## config.mk

```make
export PLATFORM = sky130hd
export DESIGN_NAME = serial_port_ctrl
export DESIGN_NICKNAME = d
export VERILOG_FILES = /design/src/rtl/spc_pkg.sv /design/src/rtl/spc_fifo.sv /design/src/rtl/spc_tx.sv /design/src/rtl/spc_rx.sv /design/src/rtl/serial_port_ctrl.sv
export SDC_FILE = /design/constraint.sdc
export NUM_CORES = 1
export LEC_CHECK = 0
export BUFFER_PORTS_ARGS = -buffer_cell sky130_fd_sc_hd__buf_4
export CAP_MARGIN = 20
export CORE_ASPECT_RATIO = 0.75
export CORE_MARGIN = 2
export CORE_UTILIZATION = 40
export CTS_CLUSTER_SIZE = 20
export DETAILED_ROUTE_END_ITERATION = 10
export HOLD_SLACK_MARGIN = 0.15
export PLACE_DENSITY_LB_ADDON = 0.3
export SYNTH_ARGS = -nofsm -noshare
export SYNTH_HDL_FRONTEND = slang
export SYNTH_HIERARCHICAL = 1
export SYNTH_SLANG_ARGS = --single-unit
```

## constraint.sdc

```tcl
create_clock -name clk -period 3.71 [get_ports clk]
set_input_delay 0.742 -clock clk [delete_from_list [all_inputs] [get_ports clk]]
set_output_delay 0.742 -clock clk [all_outputs]
set_load 0.01 [all_outputs]
```

## src/rtl/spc_pkg.sv

```systemverilog
package spc_pkg;

    // word index decoded from bus_addr[3:2]
    localparam logic [1:0] WORD_RXDATA = 2'd0;
    localparam logic [1:0] WORD_TXDATA = 2'd1;
    localparam logic [1:0] WORD_STATUS = 2'd2;
    localparam logic [1:0] WORD_CONTROL = 2'd3;

    // control word fields
    localparam int CTL_IE     = 4;
    localparam int CTL_RX_CLR = 1;
    localparam int CTL_TX_CLR = 0;

    typedef enum logic [1:0] {
        TX_IDLE,
        TX_START,
        TX_DATA,
        TX_STOP
    } tx_state_e;

    typedef enum logic [2:0] {
        RX_IDLE,
        RX_START,
        RX_DATA,
        RX_STOP,
        RX_WAIT_HIGH
    } rx_state_e;

endpackage

```

## src/rtl/spc_fifo.sv

```systemverilog
module spc_fifo #(
    parameter int W     = 8,
    parameter int DEPTH = 16
) (
    input  logic         clk,
    input  logic         rst_n,
    input  logic         clr,
    input  logic         push,
    input  logic [W-1:0] wdata,
    input  logic         pop,
    output logic [W-1:0] rdata,
    output logic         full,
    output logic         empty
);
    localparam int AW = $clog2(DEPTH);
    localparam logic [AW:0] FULL_CNT = (AW+1)'(DEPTH);

    logic [W-1:0]  mem [DEPTH];
    logic [AW-1:0] wp_q, rp_q;
    logic [AW:0]   cnt_q;
    logic          do_push, do_pop;

    assign empty   = (cnt_q == '0);
    assign full    = (cnt_q == FULL_CNT);
    assign do_pop  = pop && !empty;
    assign do_push = push && (!full || do_pop);
    assign rdata   = mem[rp_q];

    always_ff @(posedge clk or negedge rst_n) begin
        if (!rst_n) begin
            wp_q  <= '0;
            rp_q  <= '0;
            cnt_q <= '0;
        end else if (clr) begin
            wp_q  <= '0;
            rp_q  <= '0;
            cnt_q <= '0;
        end else begin
            if (do_push) wp_q <= wp_q + 1'b1;
            if (do_pop)  rp_q <= rp_q + 1'b1;
            unique case ({do_push, do_pop})
                2'b10:   cnt_q <= cnt_q + 1'b1;
                2'b01:   cnt_q <= cnt_q - 1'b1;
                default: cnt_q <= cnt_q;
            endcase
        end
    end

    always_ff @(posedge clk) begin
        if (do_push && !clr) mem[wp_q] <= wdata;
    end

    AST_FIFO_FULL_HOLD: assert property (@(posedge clk) disable iff (!rst_n)
        (push && full && !pop && !clr) |=> full);
    AST_FIFO_NO_OVERFLOW: assert property (@(posedge clk) disable iff (!rst_n)
        cnt_q <= FULL_CNT);
    AST_FIFO_CLEAR_EMPTY: assert property (@(posedge clk) disable iff (!rst_n)
        clr |=> empty);

endmodule

```

## src/rtl/spc_tx.sv

```systemverilog
module spc_tx
    import spc_pkg::*;
#(
    parameter int TICKS = 16
) (
    input  logic       clk,
    input  logic       rst_n,
    input  logic       tick,
    input  logic       q_empty,
    input  logic [7:0] q_data,
    output logic       q_pop,
    output logic       line
);
    localparam int TCW = $clog2(TICKS);
    localparam logic [TCW-1:0] LAST_TICK = TCW'(TICKS - 1);

    tx_state_e      state_q, state_d;
    logic [TCW-1:0] tcnt_q, tcnt_d;
    logic [2:0]     bit_q, bit_d;
    logic [7:0]     shift_q, shift_d;
    logic           bit_end;

    assign bit_end = tick && (tcnt_q == LAST_TICK);

    // next state
    always_comb begin
        state_d = state_q;
        tcnt_d  = tcnt_q;
        bit_d   = bit_q;
        shift_d = shift_q;
        if (state_q != TX_IDLE && tick) tcnt_d = tcnt_q + 1'b1;
        unique case (state_q)
            TX_IDLE: begin
                if (!q_empty) begin
                    state_d = TX_START;
                    shift_d = q_data;
                    tcnt_d  = '0;
                end
            end
            TX_START: begin
                if (bit_end) begin
                    state_d = TX_DATA;
                    bit_d   = '0;
                end
            end
            TX_DATA: begin
                if (bit_end) begin
                    shift_d = {1'b0, shift_q[7:1]};
                    if (bit_q == 3'd7) state_d = TX_STOP;
                    else               bit_d   = bit_q + 1'b1;
                end
            end
            TX_STOP: begin
                if (bit_end) state_d = TX_IDLE;
            end
            default: state_d = TX_IDLE;
        endcase
    end

    // state register
    always_ff @(posedge clk or negedge rst_n) begin
        if (!rst_n) begin
            state_q <= TX_IDLE;
            tcnt_q  <= '0;
            bit_q   <= '0;
            shift_q <= '0;
        end else begin
            state_q <= state_d;
            tcnt_q  <= tcnt_d;
            bit_q   <= bit_d;
            shift_q <= shift_d;
        end
    end

    // outputs
    always_comb begin
        q_pop = 1'b0;
        line  = 1'b1;
        unique case (state_q)
            TX_IDLE:  q_pop = !q_empty;
            TX_START: line  = 1'b0;
            TX_DATA:  line  = shift_q[0];
            TX_STOP:  line  = 1'b1;
            default:  line  = 1'b1;
        endcase
    end

    AST_TX_POP_STARTS_FRAME: assert property (@(posedge clk) disable iff (!rst_n)
        q_pop |=> (!line && state_q == TX_START));

endmodule

```

## src/rtl/spc_rx.sv

```systemverilog
module spc_rx
    import spc_pkg::*;
#(
    parameter int TICKS = 16
) (
    input  logic       clk,
    input  logic       rst_n,
    input  logic       tick,
    input  logic       line_in,
    output logic       byte_valid,
    output logic [7:0] byte_data,
    output logic       stop_bad
);
    localparam int TCW = $clog2(TICKS);
    localparam logic [TCW-1:0] LAST_TICK = TCW'(TICKS - 1);
    localparam logic [TCW-1:0] MID_TICK  = TCW'(TICKS / 2 - 1);

    rx_state_e      state_q, state_d;
    logic [TCW-1:0] tcnt_q, tcnt_d;
    logic [2:0]     bit_q, bit_d;
    logic [7:0]     shift_q, shift_d;
    logic [1:0]     sync_q;
    logic           line_s, bit_end;

    assign line_s  = sync_q[1];
    assign bit_end = tick && (tcnt_q == LAST_TICK);

    // next state
    always_comb begin
        state_d = state_q;
        tcnt_d  = tcnt_q;
        bit_d   = bit_q;
        shift_d = shift_q;
        if (tick) tcnt_d = tcnt_q + 1'b1;
        unique case (state_q)
            RX_IDLE: begin
                tcnt_d = '0;
                if (!line_s) state_d = RX_START;
            end
            RX_START: begin
                if (tick && tcnt_q == MID_TICK) begin
                    tcnt_d = '0;
                    bit_d  = '0;
                    state_d = line_s ? RX_IDLE : RX_DATA;
                end
            end
            RX_DATA: begin
                if (bit_end) begin
                    shift_d = {line_s, shift_q[7:1]};
                    if (bit_q == 3'd7) state_d = RX_STOP;
                    else               bit_d   = bit_q + 1'b1;
                end
            end
            RX_STOP: begin
                if (bit_end) state_d = line_s ? RX_IDLE : RX_WAIT_HIGH;
            end
            RX_WAIT_HIGH: begin
                if (line_s) state_d = RX_IDLE;
            end
            default: state_d = RX_IDLE;
        endcase
    end

    // state register
    always_ff @(posedge clk or negedge rst_n) begin
        if (!rst_n) begin
            state_q <= RX_IDLE;
            tcnt_q  <= '0;
            bit_q   <= '0;
            shift_q <= '0;
            sync_q  <= 2'b11;
        end else begin
            state_q <= state_d;
            tcnt_q  <= tcnt_d;
            bit_q   <= bit_d;
            shift_q <= shift_d;
            sync_q  <= {sync_q[0], line_in};
        end
    end

    // outputs
    always_comb begin
        byte_valid = 1'b0;
        stop_bad   = 1'b0;
        unique case (state_q)
            RX_STOP: begin
                byte_valid = bit_end;
                stop_bad   = bit_end && !line_s;
            end
            default: begin
                byte_valid = 1'b0;
                stop_bad   = 1'b0;
            end
        endcase
    end
    assign byte_data = shift_q;

    AST_RX_BAD_STOP_WAITS: assert property (@(posedge clk) disable iff (!rst_n)
        stop_bad |=> (state_q == RX_WAIT_HIGH));

endmodule

```

## src/rtl/serial_port_ctrl.sv

```systemverilog
module serial_port_ctrl
    import spc_pkg::*;
#(
    parameter int CLK_DIV    = 4,
    parameter int OVERSAMPLE = 16,
    parameter int FIFO_DEPTH = 16
) (
    input  logic        clk,
    input  logic        rst_n,
    input  logic        bus_en,
    input  logic        bus_we,
    input  logic [3:0]  bus_addr,
    input  logic [31:0] bus_wdata,
    output logic [31:0] bus_rdata,
    output logic        irq,
    input  logic        ser_rx,
    output logic        ser_tx
);
    logic [1:0] word;
    logic       rd_rx, wr_tx, rd_st, wr_ct;
    logic       tick;
    logic       tx_full, tx_empty, tx_pop;
    logic [7:0] tx_data;
    logic       rx_full, rx_empty, rx_valid, rx_stop_bad;
    logic [7:0] rx_byte, rx_head;
    logic       ie_q, err_frame_q, err_ovr_q, tx_pend_q, tx_empty_q;
    logic       ovr_event;
    logic [7:0] status;
    logic       unused_bits;

    assign unused_bits = ^{bus_wdata[31:8], bus_addr[1:0]};

    // register decode
    assign word  = bus_addr[3:2];
    assign rd_rx = bus_en && !bus_we && (word == WORD_RXDATA);
    assign wr_tx = bus_en &&  bus_we && (word == WORD_TXDATA);
    assign rd_st = bus_en && !bus_we && (word == WORD_STATUS);
    assign wr_ct = bus_en &&  bus_we && (word == WORD_CONTROL);

    // oversample tick
    generate
        if (CLK_DIV > 1) begin : g_prescale
            localparam int PW = $clog2(CLK_DIV);
            logic [PW-1:0] pre_q;
            always_ff @(posedge clk or negedge rst_n) begin
                if (!rst_n)                          pre_q <= '0;
                else if (pre_q == PW'(CLK_DIV - 1))  pre_q <= '0;
                else                                 pre_q <= pre_q + 1'b1;
            end
            assign tick = (pre_q == PW'(CLK_DIV - 1));
        end else begin : g_no_prescale
            assign tick = 1'b1;
        end
    endgenerate

    spc_fifo #(.W(8), .DEPTH(FIFO_DEPTH)) u_tx_fifo (
        .clk   (clk),
        .rst_n (rst_n),
        .clr   (wr_ct && bus_wdata[CTL_TX_CLR]),
        .push  (wr_tx),
        .wdata (bus_wdata[7:0]),
        .pop   (tx_pop),
        .rdata (tx_data),
        .full  (tx_full),
        .empty (tx_empty)
    );

    spc_tx #(.TICKS(OVERSAMPLE)) u_tx (
        .clk     (clk),
        .rst_n   (rst_n),
        .tick    (tick),
        .q_empty (tx_empty),
        .q_data  (tx_data),
        .q_pop   (tx_pop),
        .line    (ser_tx)
    );

    spc_rx #(.TICKS(OVERSAMPLE)) u_rx (
        .clk        (clk),
        .rst_n      (rst_n),
        .tick       (tick),
        .line_in    (ser_rx),
        .byte_valid (rx_valid),
        .byte_data  (rx_byte),
        .stop_bad   (rx_stop_bad)
    );

    spc_fifo #(.W(8), .DEPTH(FIFO_DEPTH)) u_rx_fifo (
        .clk   (clk),
        .rst_n (rst_n),
        .clr   (wr_ct && bus_wdata[CTL_RX_CLR]),
        .push  (rx_valid),
        .wdata (rx_byte),
        .pop   (rd_rx),
        .rdata (rx_head),
        .full  (rx_full),
        .empty (rx_empty)
    );

    assign ovr_event = rx_valid && rx_full && !rd_rx;

    // flags
    always_ff @(posedge clk or negedge rst_n) begin
        if (!rst_n) begin
            ie_q        <= 1'b0;
            err_frame_q <= 1'b0;
            err_ovr_q   <= 1'b0;
            tx_pend_q   <= 1'b0;
            tx_empty_q  <= 1'b1;
        end else begin
            if (wr_ct) ie_q <= bus_wdata[CTL_IE];
            err_frame_q <= rx_stop_bad || (err_frame_q && !rd_st);
            err_ovr_q   <= ovr_event   || (err_ovr_q   && !rd_st);
            tx_empty_q  <= tx_empty;
            tx_pend_q   <= (tx_empty && !tx_empty_q) ||
                           (tx_pend_q && !(wr_tx || rd_st));
        end
    end

    assign status = {1'b0, err_frame_q, err_ovr_q, ie_q,
                     tx_full, tx_empty, rx_full, !rx_empty};

    always_comb begin
        bus_rdata = '0;
        if (rd_rx && !rx_empty) bus_rdata = {24'd0, rx_head};
        else if (rd_st)         bus_rdata = {24'd0, status};
    end

    assign irq = ie_q && (!rx_empty || tx_pend_q);

    AST_OVERRUN_SETS: assert property (@(posedge clk) disable iff (!rst_n)
        ovr_event |=> err_ovr_q);
    AST_STATUS_READ_CLEARS: assert property (@(posedge clk) disable iff (!rst_n)
        (rd_st && !rx_stop_bad && !ovr_event) |=> (!err_frame_q && !err_ovr_q));
    AST_EMPTY_READ_ZERO: assert property (@(posedge clk) disable iff (!rst_n)
        (rd_rx && rx_empty) |-> (bus_rdata == 32'd0));
    AST_IRQ_NEEDS_ENABLE: assert property (@(posedge clk) disable iff (!rst_n)
        (!ie_q && !(wr_ct && bus_wdata[CTL_IE])) |=> !irq);

endmodule

```

==> impl_metrics.py <==
metrics = {
    "setup_path": {
        "regToRegSetupSlack_ns": 0.54,
        "r2r-start": "u_rx/tcnt_q[0]",
        "crit_type": "reg2out",
        "critical_path_required_ns": 2.97,
        "cp_max_fo": 30,
        "reg2reg_to": "u_rx_fifo/cnt_q[4]",
        "r2r_cells": 13,
        "end_kind": "output pin",
        "cp_cell_sequence": "buf_12 > mux4_2 > a22oi_1 > nand2_1 > a22o_1 > buf_4",
        "cp.arrival_ns": 2.68,
        "slowest_delay_ns": 0.58,
        "start_kind": "flop",
        "slowest_stage": "mux4_2",
    },
    "global_route": {
        "grt-ovfl-total": 0,
        "grt_max_degree": 71,
        "grt.total_usage_pct": 15.6,
        "grt_pass1_wl_mm": 45.2,
        "grt_antenna_before_repair": 0,
        "first_global_vias": 7527,
    },
    "synth": {
        "yosysTopAreaCell": "edfxtp_1",
        "synth_top_area_share_pct": 53.7,
        "syn-cell-area_sq_mm": 0.0143,
        "synth_area_per_cell_sq_um": 16.4,
        "yosysWarningCount": 6,
        "synthArstFlopShare_pct": 21.5,
        "synth.distinct_cells": 83,
        "synth_seq_cells": 326,
        "syn_inst": 874,
        "synth_common_cells": "256 x edfxtp_1, 80 x nor2_1, 67 x dfrtp_1",
        "ys_seq_area_share_pct": 66.0,
        "synth_area_leaders": "edfxtp_1 54%, dfrtp_1 12%, mux4_2 9.8%",
        "synth_edf_count": 256,
        "ys_dominant_reg_cell": "edfxtp_1",
        "synthMostInstantiatedCell": "edfxtp_1",
    },
    "place": {
        "dp.cells": 1356,
        "numPortBuffers": 24,
        "dpl.hpwl_mm": 18.4,
        "pre_cts_slack_ns": 0.512,
        "routabilityCongestion": 0.775,
        "dpl_cell_area_sq_mm": 0.0151,
    },
    "clock_network": {
        "clk_pin_slew_ns": 0.06,
        "htree_levels": 2,
        "cts.repair.resized": 0,
        "clock-sinks": 326,
        "root_buffer": "clkbuf_16",
        "clock_latency_ns": 0.53,
        "clockBufferDepth": 3,
        "cts_tree": "done",
        "cts_buffers": 34,
        "cts_setup_buffers": 0,
    },
    "floorplan": {
        "num_io_pins": 75,
        "die_h_microns": 168,
        "core-area_sq_mm": 0.0350,
        "die_w_microns": 222,
        "start_util_pct": 40.9,
        "die_area_sq_mm": 0.0373,
        "placementRows": 59,
    },
    "worst_hold_path": {
        "min_from": "ser_rx",
        "whs_path_depth": 1,
        "hold_path.class": "in2reg",
        "holdPathEnd": "u_rx/sync_q[0]",
    },
    "sta": {
        "tightestPinTransition_ns": 0.724,
        "drv_slew": 0,
        "finalSetupTns_ns": 0,
        "fmax_mhz": 292,
        "finalCritPeriodShare_pct": 92.2,
        "setup_viol": 0,
        "layout_setup_ws_ns": 0.289,
        "slew_headroom_pct": 51.6,
        "rsz0062_at_grt": "no",
        "min_period_ns": 3.42,
        "finClkSkew_ns": 0.0249,
        "finalHoldViolCount": 0,
    },
    "detailed_routing": {
        "first_iter_violations": 669,
        "post_drt_wl_per_cell_microns": 20.1,
        "viasPerCell": 5.39,
        "drc": 0,
        "finalWirelength_mm": 28.5,
        "ant_nets": 0,
        "vias": 7658,
        "drtPass1Iterations": 5,
    },
    "power_and_ir_drop": {
        "p_leak_nw": 6.14,
        "vdd_drop_max_mv": 0.428,
        "powerDensity_mw_per_mm2": 635,
    },
    "finish": {
        "fill_cells": 2976,
        "antenna_cells": 0,
        "drive_above_1_share_pct": 23.6,
        "nets": 1007,
        "area_delta_synth_final_pct": 13.7,
        "fin_area_sq_mm": 0.0163,
        "utilization_pct": 46.5,
        "fin_cells": 1420,
    },
    "job": {
        "cap_violations": 0,
    },
    "outcome": {
        "status": "finished clean",
    },
}
critical path, delay by kind of cell (launching register included):
family	cells	cell delay (ns)
buf+inv	2	0.44
mux	1	0.58
flops	1	0.48
compound gates	2	0.51
simple gates	1	0.13
worst max-delay path by stage:
stage	start	endpoint	slack, ns	cells past startpoint
5_1_grt	u_rx_fifo/rp_q[0]	bus_rdata[6]	0.14	6
3_5_place_dp	bus_addr[3]	u_tx_fifo/cnt_q[4]	0.51	11
6_report	u_rx_fifo/rp_q[0]	bus_rdata[6]	0.29	6
3_3_place_gp	bus_addr[2]	u_rx_fifo/mem[8][1]	0.56	8
4_1_cts	u_rx_fifo/rp_q[0]	bus_rdata[6]	0.25	6
2_1_floorplan	u_tx_fifo/cnt_q[1]	u_tx_fifo/cnt_q[4]	0.44	13
per-stage QoR:
stage	power (mW)	hold slack (ns)
after floorplan	6.39	0.345
after global placement	6.94	0.346
after detailed placement	6.98	0.347
after CTS	10.4	0.300
after global routing	10.9	0.302
final	10.3	0.318
per-layer routing:
metal / global-route usage (%) / wire length (microns) / vias up
met4: 3.44 / 394 / 0
met1: 24.7 / 14200 / 3955
met3: 2.30 / 1410 / 31
li1: - / - / 3494
met5: 0 / 0 / -
met2: 22.9 / 12500 / 178
where the power goes:
part	internal, mW	switching [mW]	leakage [nW]	total [mW]
registers	4.14	0.275	3.52	4.41
logic	1.22	1.27	2.05	2.49
clock network	2.03	1.40	0.559	3.44
repair_timing:
item	in CTS	in global routing
setup endpoints to repair	0	0
hold buffers	0	1
hold endpoints to repair	0	5
final cells by class:
cell class                 count  area [sq um]  share of cell area (%)
tap                          457           572                    3.51
multi-input combinational    478          4430                    27.2
timing repair buffer          72           588                    3.61
clock inverter                19           233                    1.43
sequential                   326          9450                    58.1
inverter                      25          93.8                   0.577
clock buffer                  43           905                    5.56
cell usage in the layout, fill, tap and decap left out, types with 7 or more instances in the layout:
| cell | n |
|---|---|
| mux2i_1 | 9 |
| clkbuf_1 | 7 |
| clkbuf_16 | 34 |
| dfrtp_1 | 65 |
| nand2_1 | 34 |
| nand2b_1 | 7 |
| or3_1 | 7 |
| edfxtp_1 | 256 |
| clkinv_2 | 7 |
| mux4_1 | 10 |
| o21ai_0 | 16 |
| a21oi_1 | 14 |
| xor2_1 | 9 |
| inv_1 | 24 |
| a22o_1 | 10 |
| conb_1 | 24 |
| mux2_4 | 7 |
| ha_1 | 27 |
| nand3_1 | 14 |
| mux4_2 | 62 |
| nor3_1 | 7 |
| buf_4 | 68 |
| xnor2_1 | 10 |
| a22oi_1 | 18 |
| nand4_1 | 7 |
| nor2_1 | 80 |
flip-flops by register name, indices dropped and copies added, names as in the netlist, 2 cells and up:
name and count:
u_tx_fifo/cnt_q 5, u_tx_fifo/mem 128, u_rx_fifo/wp_q 4, u_rx/byte_data 8, u_rx_fifo/mem 128, u_rx/tcnt_q 4, g_prescale.pre_q 2, u_tx/state_q 2
u_rx/state_q 3, u_rx/bit_q 3, u_tx/bit_q 3, u_rx_fifo/cnt_q 5, u_tx_fifo/rp_q 4, u_tx/shift_q 8, u_tx/tcnt_q 4, u_tx_fifo/wp_q 4
u_rx_fifo/rp_q 4, u_rx/sync_q 2
cells by family (layout without fill, tap and decap cells):
kind of cell / after synthesis / in the layout / share of synthesized area (%)
flip-flops: 326 / 326 / 66.0
AND/OR/NAND/NOR: 197 / 197 / 7.07
AO/OA/AOI/OAI: 116 / 116 / 6.12
multiplexers: 93 / 93 / 13.4
buffers and inverters: 93 / 159 / 3.65
adder cells (fa/ha/maj): 29 / 29 / 2.64
XOR/XNOR: 19 / 19 / 1.16
other: 1 / 24 / 0.0262
No activity file was read; power rests on OpenSTA's default activity.
